**config.mk**
```make
export PLATFORM = sky130hd
export DESIGN_NAME = cfg_port_loader
export DESIGN_NICKNAME = d
export VERILOG_FILES = /design/src/rtl/cfgl_pkg.sv /design/src/rtl/cfgl_sync.sv /design/src/rtl/cfgl_timer.sv /design/src/rtl/cfgl_bitorder.sv /design/src/rtl/cfg_port_loader.sv
export SDC_FILE = /design/constraint.sdc
export NUM_CORES = 1
export LEC_CHECK = 0
export BUFFER_PORTS_ARGS = -buffer_cell sky130_fd_sc_hd__buf_2
export CORE_MARGIN = 10
export CORE_UTILIZATION = 40
export CTS_BUF_LIST = sky130_fd_sc_hd__clkbuf_2 sky130_fd_sc_hd__clkbuf_4 sky130_fd_sc_hd__clkbuf_8
export CTS_CLUSTER_DIAMETER = 50
export DETAILED_ROUTE_END_ITERATION = 10
export PLACE_DENSITY = 0.59
export SYNTH_ARGS = -nofsm -noshare
export SYNTH_HDL_FRONTEND = slang
export SYNTH_SLANG_ARGS = --single-unit
```
**constraint.sdc**
```tcl
create_clock -name clk -period 4.45 [get_ports clk]
set_input_delay 0.445 -clock clk [delete_from_list [all_inputs] [get_ports clk]]
set_output_delay 0.445 -clock clk [all_outputs]
set_load 0.02 [all_outputs]
```
**src/rtl/cfgl_pkg.sv**
```systemverilog
package cfgl_pkg;

    localparam int unsigned BYTE_W = 8;

    typedef enum logic [2:0] {
        ST_IDLE,
        ST_PROG,
        ST_WAIT_INIT,
        ST_SKIP,
        ST_LOAD,
        ST_WAIT_DONE,
        ST_COMPLETE,
        ST_FAIL
    } ld_state_e;

    typedef struct packed {
        logic              strobe;
        logic [BYTE_W-1:0] data;
    } port_beat_t;

    function automatic int unsigned max2(input int unsigned a, input int unsigned b);
        return (a > b) ? a : b;
    endfunction

endpackage

```
**src/rtl/cfgl_sync.sv**
```systemverilog
module cfgl_sync #(
    parameter int unsigned STAGES  = 2,
    parameter logic        RST_VAL = 1'b0
) (
    input  logic clk,
    input  logic rst,
    input  logic d,
    output logic q
);
    logic [STAGES-1:0] sh;

    always_ff @(posedge clk) begin
        if (rst) sh <= {STAGES{RST_VAL}};
        else     sh <= {sh[STAGES-2:0], d};
    end

    assign q = sh[STAGES-1];
endmodule

```
**src/rtl/cfgl_timer.sv**
```systemverilog
module cfgl_timer #(
    parameter int unsigned W = 8
) (
    input  logic         clk,
    input  logic         rst,
    input  logic         clr,
    output logic [W-1:0] cnt
);
    always_ff @(posedge clk) begin
        if (rst || clr)    cnt <= '0;
        else if (cnt != '1) cnt <= cnt + 1'b1;
    end
endmodule

```
**src/rtl/cfgl_bitorder.sv**
```systemverilog
module cfgl_bitorder #(
    parameter int unsigned W = 8
) (
    input  logic         en,
    input  logic [W-1:0] din,
    output logic [W-1:0] dout
);
    logic [W-1:0] rev;

    for (genvar i = 0; i < W; i++) begin : g_rev
        assign rev[i] = din[W-1-i];
    end

    assign dout = en ? rev : din;
endmodule

```
**src/rtl/cfg_port_loader.sv**
```systemverilog
module cfg_port_loader
    import cfgl_pkg::*;
#(
    parameter int unsigned PROG_CYCLES    = 16,
    parameter int unsigned TIMEOUT_CYCLES = 100000,
    parameter int unsigned HDR_W          = 16,
    parameter int unsigned SYNC_STAGES    = 2
) (
    input  logic              clk,
    input  logic              rst,
    input  logic              start,
    input  logic [HDR_W-1:0]  hdr_len,
    input  logic              mirror_en,
    input  logic              s_valid,
    input  logic [BYTE_W-1:0] s_data,
    input  logic              s_last,
    output logic              s_ready,
    input  logic              init_n_in,
    input  logic              done_in,
    output logic              prog_n,
    output logic              cs_n,
    output logic              rdwr_n,
    output logic              wr_strobe,
    output logic [BYTE_W-1:0] d_out,
    output logic              complete,
    output logic              error
);
    localparam int unsigned TMR_W = $clog2(max2(PROG_CYCLES, TIMEOUT_CYCLES) + 1);
    localparam logic [TMR_W-1:0] PROG_LAST = TMR_W'(PROG_CYCLES - 1);
    localparam logic [TMR_W-1:0] TO_LAST   = TMR_W'(TIMEOUT_CYCLES - 1);

    ld_state_e         st, st_nx;
    logic [HDR_W-1:0]  hdr_q, skip_cnt;
    logic              mir_q;
    port_beat_t        beat_q;
    logic              init_s, done_s;
    logic [TMR_W-1:0]  tcnt;
    logic [BYTE_W-1:0] flipped;
    logic              take, idle_like;

    cfgl_sync #(.STAGES(SYNC_STAGES), .RST_VAL(1'b0)) u_init_sync (
        .clk(clk), .rst(rst), .d(init_n_in), .q(init_s)
    );
    cfgl_sync #(.STAGES(SYNC_STAGES), .RST_VAL(1'b0)) u_done_sync (
        .clk(clk), .rst(rst), .d(done_in), .q(done_s)
    );
    cfgl_timer #(.W(TMR_W)) u_timer (
        .clk(clk), .rst(rst), .clr(st_nx != st), .cnt(tcnt)
    );
    cfgl_bitorder #(.W(BYTE_W)) u_order (
        .en(mir_q), .din(s_data), .dout(flipped)
    );

    assign idle_like = (st == ST_IDLE) || (st == ST_COMPLETE) || (st == ST_FAIL);
    assign s_ready   = (st == ST_SKIP) || (st == ST_LOAD);
    assign take      = s_valid && s_ready;

    always_comb begin
        st_nx = st;
        unique case (st)
            ST_IDLE, ST_COMPLETE, ST_FAIL:
                if (start) st_nx = ST_PROG;
            ST_PROG:
                if (tcnt == PROG_LAST) st_nx = ST_WAIT_INIT;
            ST_WAIT_INIT:
                if (init_s)               st_nx = (hdr_q != '0) ? ST_SKIP : ST_LOAD;
                else if (tcnt == TO_LAST) st_nx = ST_FAIL;
            ST_SKIP:
                if (take && skip_cnt == hdr_q - 1'b1) st_nx = ST_LOAD;
            ST_LOAD:
                if (take && s_last) st_nx = ST_WAIT_DONE;
            ST_WAIT_DONE:
                if (done_s)               st_nx = ST_COMPLETE;
                else if (tcnt == TO_LAST) st_nx = ST_FAIL;
            default: st_nx = ST_IDLE;
        endcase
    end

    always_ff @(posedge clk) begin
        if (rst) begin
            st       <= ST_IDLE;
            hdr_q    <= '0;
            mir_q    <= 1'b0;
            skip_cnt <= '0;
            beat_q   <= '0;
        end else begin
            st <= st_nx;
            if (idle_like && start) begin
                hdr_q <= hdr_len;
                mir_q <= mirror_en;
            end
            if (st != ST_SKIP) skip_cnt <= '0;
            else if (take)     skip_cnt <= skip_cnt + 1'b1;
            beat_q.strobe <= take && (st == ST_LOAD);
            if (take && st == ST_LOAD) beat_q.data <= flipped;
        end
    end

    assign prog_n    = (st != ST_PROG);
    assign cs_n      = !((st == ST_LOAD) || beat_q.strobe);
    assign rdwr_n    = cs_n;
    assign wr_strobe = beat_q.strobe;
    assign d_out     = beat_q.data;
    assign complete  = (st == ST_COMPLETE);
    assign error     = (st == ST_FAIL);
endmodule

```
==> results of run 1 <==
## worst min-delay path by stage
stage,startpoint,end,cells after the start
floorplan,u_done_sync.sh[0],u_done_sync.sh[1],1
global placement,u_init_sync.sh[0],u_init_sync.sh[1],1
detailed placement,u_init_sync.sh[0],u_init_sync.sh[1],1
CTS,init_n_in,u_init_sync.sh[0],2
global route,init_n_in,u_init_sync.sh[0],2
finish,init_n_in,u_init_sync.sh[0],2
## cell usage in the layout (no fill, tap or decap), drive strengths merged, types with 11 or more instances in the layout
cell type	count
a21oi	28
buf	47
dfxtp	66
mux2i	33
nand2	24
nand3	13
nand4	13
nor2	55
nor3	11
xnor2	18
xor2	26
## area by class of cell
class | count | area [sq um] | share of cell area (%)
inverters | 8 | 30.0 | 0.747
well taps | 108 | 135 | 3.36
clock buffers | 10 | 131 | 3.27
multi-input cells | 311 | 2100 | 52.1
flip-flops and latches | 66 | 1320 | 32.9
repair buffers | 47 | 238 | 5.92
clock inverters | 6 | 67.6 | 1.68
## state kept, by name (all words and copies together) (netlist names)
signal	count
d_out	8
skip_cnt	16
u_done_sync.sh	2
u_timer.cnt	17
u_init_sync.sh	2
wr_strobe	1
mir_q	1
st	3
hdr_q	16
## layer usage
metal  up-vias  track usage [%]  share of wire (%)
li1       1515                -                  -
met1      1411             16.6                 47
met2        62             20.0                 47
met3         8             4.77                5.0
met4         0             3.34               0.95
met5         -                0                  0
## worst max-delay path, delay by kind of cell (launching register included)
kind / cells / cell delay, ns
adder cells (fa/ha/maj): 1 / 0.26
flip-flops: 1 / 0.37
AND/OR/NAND/NOR: 4 / 1.13
buffers and inverters: 1 / 0.09
AO/OA/AOI/OAI: 3 / 1.03
## where the power goes
group	internal (mW)	switching [mW]	total (mW)
clock	0.266	0.243	0.508
sequential	0.607	0.0250	0.632
combinational	0.0765	0.0894	0.166
## per-stage QoR
| stage | hold slack, ns | cells | cell area [sq um] |
|---|---|---|---|
| after global routing | 0.321 | 556 | 4020 |
| after global placement | 0.417 | 540 | 3820 |
| after detailed placement | 0.430 | 540 | 3820 |
| final | 0.307 | 556 | 4020 |
| after floorplan | 0.414 | 407 | 3570 |
| after CTS | 0.294 | 556 | 4020 |
## synth_stat cells, types with 7 or more instances
| cell | n | area share (%) |
|---|---|---|
| xor2_1 | 26 | 6.4 |
| inv_1 | 7 | 0.74 |
| nand2_1 | 23 | 2.4 |
| a211oi_1 | 8 | 1.7 |
| o21ai_0 | 10 | 1.4 |
| nand3_1 | 13 | 1.8 |
| xnor2_1 | 18 | 4.4 |
| a21oi_1 | 17 | 2.4 |
| a21oi_2 | 11 | 2.7 |
| nand4_1 | 13 | 2.3 |
| mux2i_1 | 33 | 9.2 |
| nor2_1 | 55 | 5.8 |
| dfxtp_1 | 66 | 37 |
| nor3_1 | 10 | 1.4 |
| clkbuf_1 | 10 | 1.1 |
## kinds of logic (layout without fill, tap and decap cells)
| logic type | Yosys count | after routing | share of synthesized area, % |
|---|---|---|---|
| simple gates | 162 | 162 | 23.1 |
| compound gates | 67 | 67 | 13.3 |
| flops | 66 | 66 | 37.0 |
| xor+xnor | 45 | 45 | 11.4 |
| mux | 33 | 33 | 9.24 |
| buf+inv | 30 | 71 | 4.52 |
| fa+ha+maj | 4 | 4 | 1.40 |
==> results.py, run 1 <==
metrics = {
    "global_routing": {
        "grt_overflow_total": 0,
        "antenna_found_initial": 0,
        "grt_pass1_wl_microns": 14100,
        "grt_start_max_net_pins": 36,
        "grt_usage_pct": 13.0,
        "first_global_vias": 2980,
    },
    "drt": {
        "vias": 2996,
        "via_per_inst": 5.39,
        "wl_per_cell_microns": 14.8,
        "drt_pass1_iterations": 4,
        "antenna_left": 0,
        "drc": 0,
        "wl_microns": 8200,
        "dr.first_iter.drc_count": 76,
    },
    "layout": {
        "diodes": 0,
        "fin_nets": 479,
        "drive_gt1_share_pct": 19.0,
        "n_fill_cell": 850,
        "syn_to_final_growth_pct": 12.4,
        "utilization_pct": 46.1,
    },
    "critical_path": {
        "crit_required_ns": 4.65,
        "crit_path_end_kind": "flip-flop",
        "r2r_cells": 9,
        "crit_type": "reg2reg",
        "r2r_end": "u_timer.cnt[5]",
        "cp_cell_sequence": "inv_1 -> ha_1 -> nor3b_1 -> nand4_1 -> or3_1 -> a221oi_1 -> nand4_1 -> o2111ai_4 -> a21oi_1",
        "crit_end": "u_timer.cnt[5]",
        "crit_path_top_delay_cell": "o2111ai_4",
        "reg2reg_from": "hdr_q[0]",
        "critPathLaunchType": "flip-flop",
        "crit_top_cell": "nand4_1",
        "crit_path_max_fanout": 17,
        "reg2reg_setup_slack_ns": 1.43,
        "crit_path_max_incr_delay_ns": 0.61,
        "cp-startpoint": "hdr_q[0]",
        "worstPathArrival_ns": 3.22,
    },
    "clock_tree": {
        "cts_tree": "done",
        "clkTransAtPathRegs_ns": 0.08,
        "ctsHtreeMaxLevel": 3,
        "root_buffer": "clkbuf_8",
        "cts_made_buffers": 9,
        "cts_resized": 0,
        "cts_buffer_depth": 2,
        "clock_sinks": 66,
        "post-cts-setup-buffers": 0,
        "hold_buffers": 0,
        "clk_latency_ns": 0.35,
    },
    "die": {
        "io_pins": 47,
        "fp.dieArea_sq_mm": 0.0131,
        "std_cell_rows": 34,
        "coreArea_sq_mm": 0.00872,
        "start_util_pct": 41.0,
        "die_w_microns": 115,
        "die_y_microns": 115,
    },
    "logic_synthesis": {
        "syn_area_sq_mm": 0.00357,
        "ys.flop_type": "dfxtp_1",
        "netlist_instances": 407,
        "syn_avg_cell_area_sq_um": 8.78,
        "ys_seq_area_share_pct": 37.0,
        "synth-seq-cells": 66,
        "yosys_warnings": 0,
        "synth_cell_types": 60,
        "synth_fp_nets": 443,
        "synth_edf_count": 0,
        "synthArstFlopShare_pct": 0,
    },
    "timing": {
        "rsz0062_at_grt": "false",
        "max_slew_margin_pct": 54.3,
        "setup_violations": 0,
        "fmax_mhz": 331,
        "setup_tns_ns": 0,
        "min_period_over_period_pct": 67.8,
        "worstMarginPinSlew_ns": 0.680,
        "layout_min_cycle_time_ns": 3.02,
        "fin_skew_ns": 0.0109,
        "report.final.hold_viol_count": 0,
        "timing.final.ws_setup_ns": 1.43,
        "slew_violations": 0,
    },
    "hold_path": {
        "hold_class": "in2reg",
    },
    "run": {
        "drv_cap": 0,
    },
    "power": {
        "p_per_area_mw_per_mm2": 325,
        "power_mw": 1.31,
        "leakagePower_nw": 1.51,
        "ir_drop_mv": 0.212,
    },
    "placement": {
        "port_buffers": 46,
        "hpwl_microns": 5990,
        "post-place-ws_ns": 1.48,
        "place_congestion": 0.824,
    },
    "status": {
        "status": "finished, final reports clean",
    },
}
Note: power is estimated with default switching activity, not from simulation.
==> run 2, diff against run 1 <==
- PLACE_DENSITY: 0.59 -> 0.61
- clock period: 4.45 -> 2.7 ns (I/O delays scaled with it)
==> results.py, run 2 (synthesis results as in run 1) <==
metrics = {
    "global_routing": {
        "grt_usage_pct": 13.1,
        "first_global_vias": 3025,
        "grt_pass1_wl_microns": 14100,
        "antenna_found_initial": 0,
        "grt_start_max_net_pins": 36,
        "grt_overflow_total": 0,
    },
    "clock_tree": {
        "cts_made_buffers": 9,
        "clkTransAtPathRegs_ns": 0.07,
        "root_buffer": "clkbuf_8",
        "cts_buffer_depth": 2,
        "clk_latency_ns": 0.34,
        "clock_sinks": 66,
        "cts_tree": "done",
        "hold_buffers": 0,
        "ctsHtreeMaxLevel": 3,
    },
    "timing": {
        "max_slew_margin_pct": 55.4,
        "worstMarginPinSlew_ns": 0.669,
        "report.final.hold_viol_count": 0,
        "layout_min_cycle_time_ns": 2.55,
        "fmax_mhz": 392,
        "rsz0062_at_grt": "false",
        "slew_violations": 0,
        "fin_skew_ns": 0.0104,
        "hold_ws_ns": 0.144,
        "setup_violations": 0,
        "setup_tns_ns": 0,
        "min_period_over_period_pct": 94.6,
    },
    "layout": {
        "largest_reg_flops": 17,
        "seqCellArea_sq_mm": 0.00132,
        "multiInputGateArea_sq_mm": 0.00210,
        "fin_nets": 495,
        "mostFrequentLayoutCells": "dfxtp_1, nor2_1, buf_2",
        "drive_gt1_share_pct": 21.6,
        "top_register": "u_timer.cnt",
        "syn_to_final_growth_pct": 15.6,
        "final_common_cell": "dfxtp_1",
        "diodes": 0,
        "n_fill_cell": 845,
        "reg_top3": "u_timer.cnt x17, hdr_q x16, skip_cnt x16",
        "final_cells": 570,
    },
    "drt": {
        "vias": 3015,
        "wl_per_cell_microns": 14.5,
        "antenna_left": 0,
        "via_per_inst": 5.29,
        "wl_microns": 8240,
        "drt_pass1_iterations": 4,
        "dr.first_iter.drc_count": 86,
        "drc": 0,
    },
    "critical_path": {
        "cp-startpoint": "hdr_q[0]",
        "worstPathArrival_ns": 2.78,
        "r2r_end": "u_timer.cnt[3]",
        "reg2reg_setup_slack_ns": 0.15,
        "crit_type": "reg2reg",
        "r2r_cells": 10,
        "crit_path_max_fanout": 17,
        "crit_end": "u_timer.cnt[3]",
        "crit_required_ns": 2.92,
        "crit_path_end_kind": "flip-flop",
        "reg2reg_from": "hdr_q[0]",
        "critPathLaunchType": "flip-flop",
    },
    "hold_path": {
        "hold_class": "in2reg",
        "worstHoldStart": "init_n_in",
    },
    "die": {
        "die_y_microns": 115,
        "std_cell_rows": 34,
        "fp.dieArea_sq_mm": 0.0131,
        "coreArea_sq_mm": 0.00872,
        "start_util_pct": 41.0,
        "die_w_microns": 115,
        "io_pins": 47,
    },
    "power": {
        "ir_drop_mv": 0.263,
        "leakagePower_nw": 1.59,
        "p_per_area_mw_per_mm2": 498,
    },
    "placement": {
        "dpl.cell_count": 556,
        "place_congestion": 0.833,
        "port_buffers": 46,
        "hpwl_microns": 6130,
    },
    "status": {
        "status": "finished, final reports clean",
    },
    "run": {
        "drv_cap": 0,
    },
}
-- run 2: layout make-up --
class	count	area share, %
timing repair buffer	63	9.27
multi-input combinational	311	50.8
tap	108	3.27
clock inverter	3	0.424
inverter	8	0.727
clock buffer	11	3.51
sequential	66	32.0
-- run 2: metrics by stage --
step	area, sq um	worst slack, ns	utilization [%]	power, mW
final	4130	0.146	47.4	2.06
after global routing	4130	0.00821	47.4	2.17
after CTS	4130	0.153	47.3	2.09
after detailed placement	3970	0.176	45.5	1.36
after global placement	3970	0.206	45.5	1.36
after floorplan	3570	0.217	-	1.27
-- run 2: how the worst min path moves through the flow --
| stage | endpoint | slack (ns) | depth (start not counted) |
|---|---|---|---|
| after floorplan | u_done_sync.sh[0] | 0.40 | 1 |
| after global placement | u_done_sync.sh[1] | 0.42 | 1 |
| after detailed placement | u_init_sync.sh[1] | 0.42 | 1 |
| after CTS | u_done_sync.sh[0] | 0.13 | 2 |
| after global routing | u_done_sync.sh[0] | 0.15 | 2 |
| final | u_init_sync.sh[0] | 0.14 | 2 |
-- run 2: what timing repair did --
item | in CTS | in global routing
resized for setup | 0 | 2
setup endpoints to repair | 0 | 9
buffers inserted | 0 | 0
-- run 2: per-layer routing --
layer	global-route usage (%)	share of wire, %
met5	0	0
met2	21.6	48
met1	15.2	46
met4	5.10	1.4
met3	4.45	5.5
-- run 2: power breakdown --
group | switching [mW] | leakage (nW) | internal [mW]
Combinational | 0.164 | 0.970 | 0.149
Clock | 0.358 | 0.0845 | 0.355
Sequential | 0.0321 | 0.536 | 1.00
-- run 2: critical path: stages, from the launching register on --
cell and delay [ns]:
dfxtp_1 0.36, inv_1 0.07, ha_1 0.15, nor3b_1 0.29, nand4_1 0.19, or3_1 0.37, a221oi_1 0.29, nand4_1 0.20
o2111ai_4 0.25, buf_12 0.19, a21oi_1 0.08
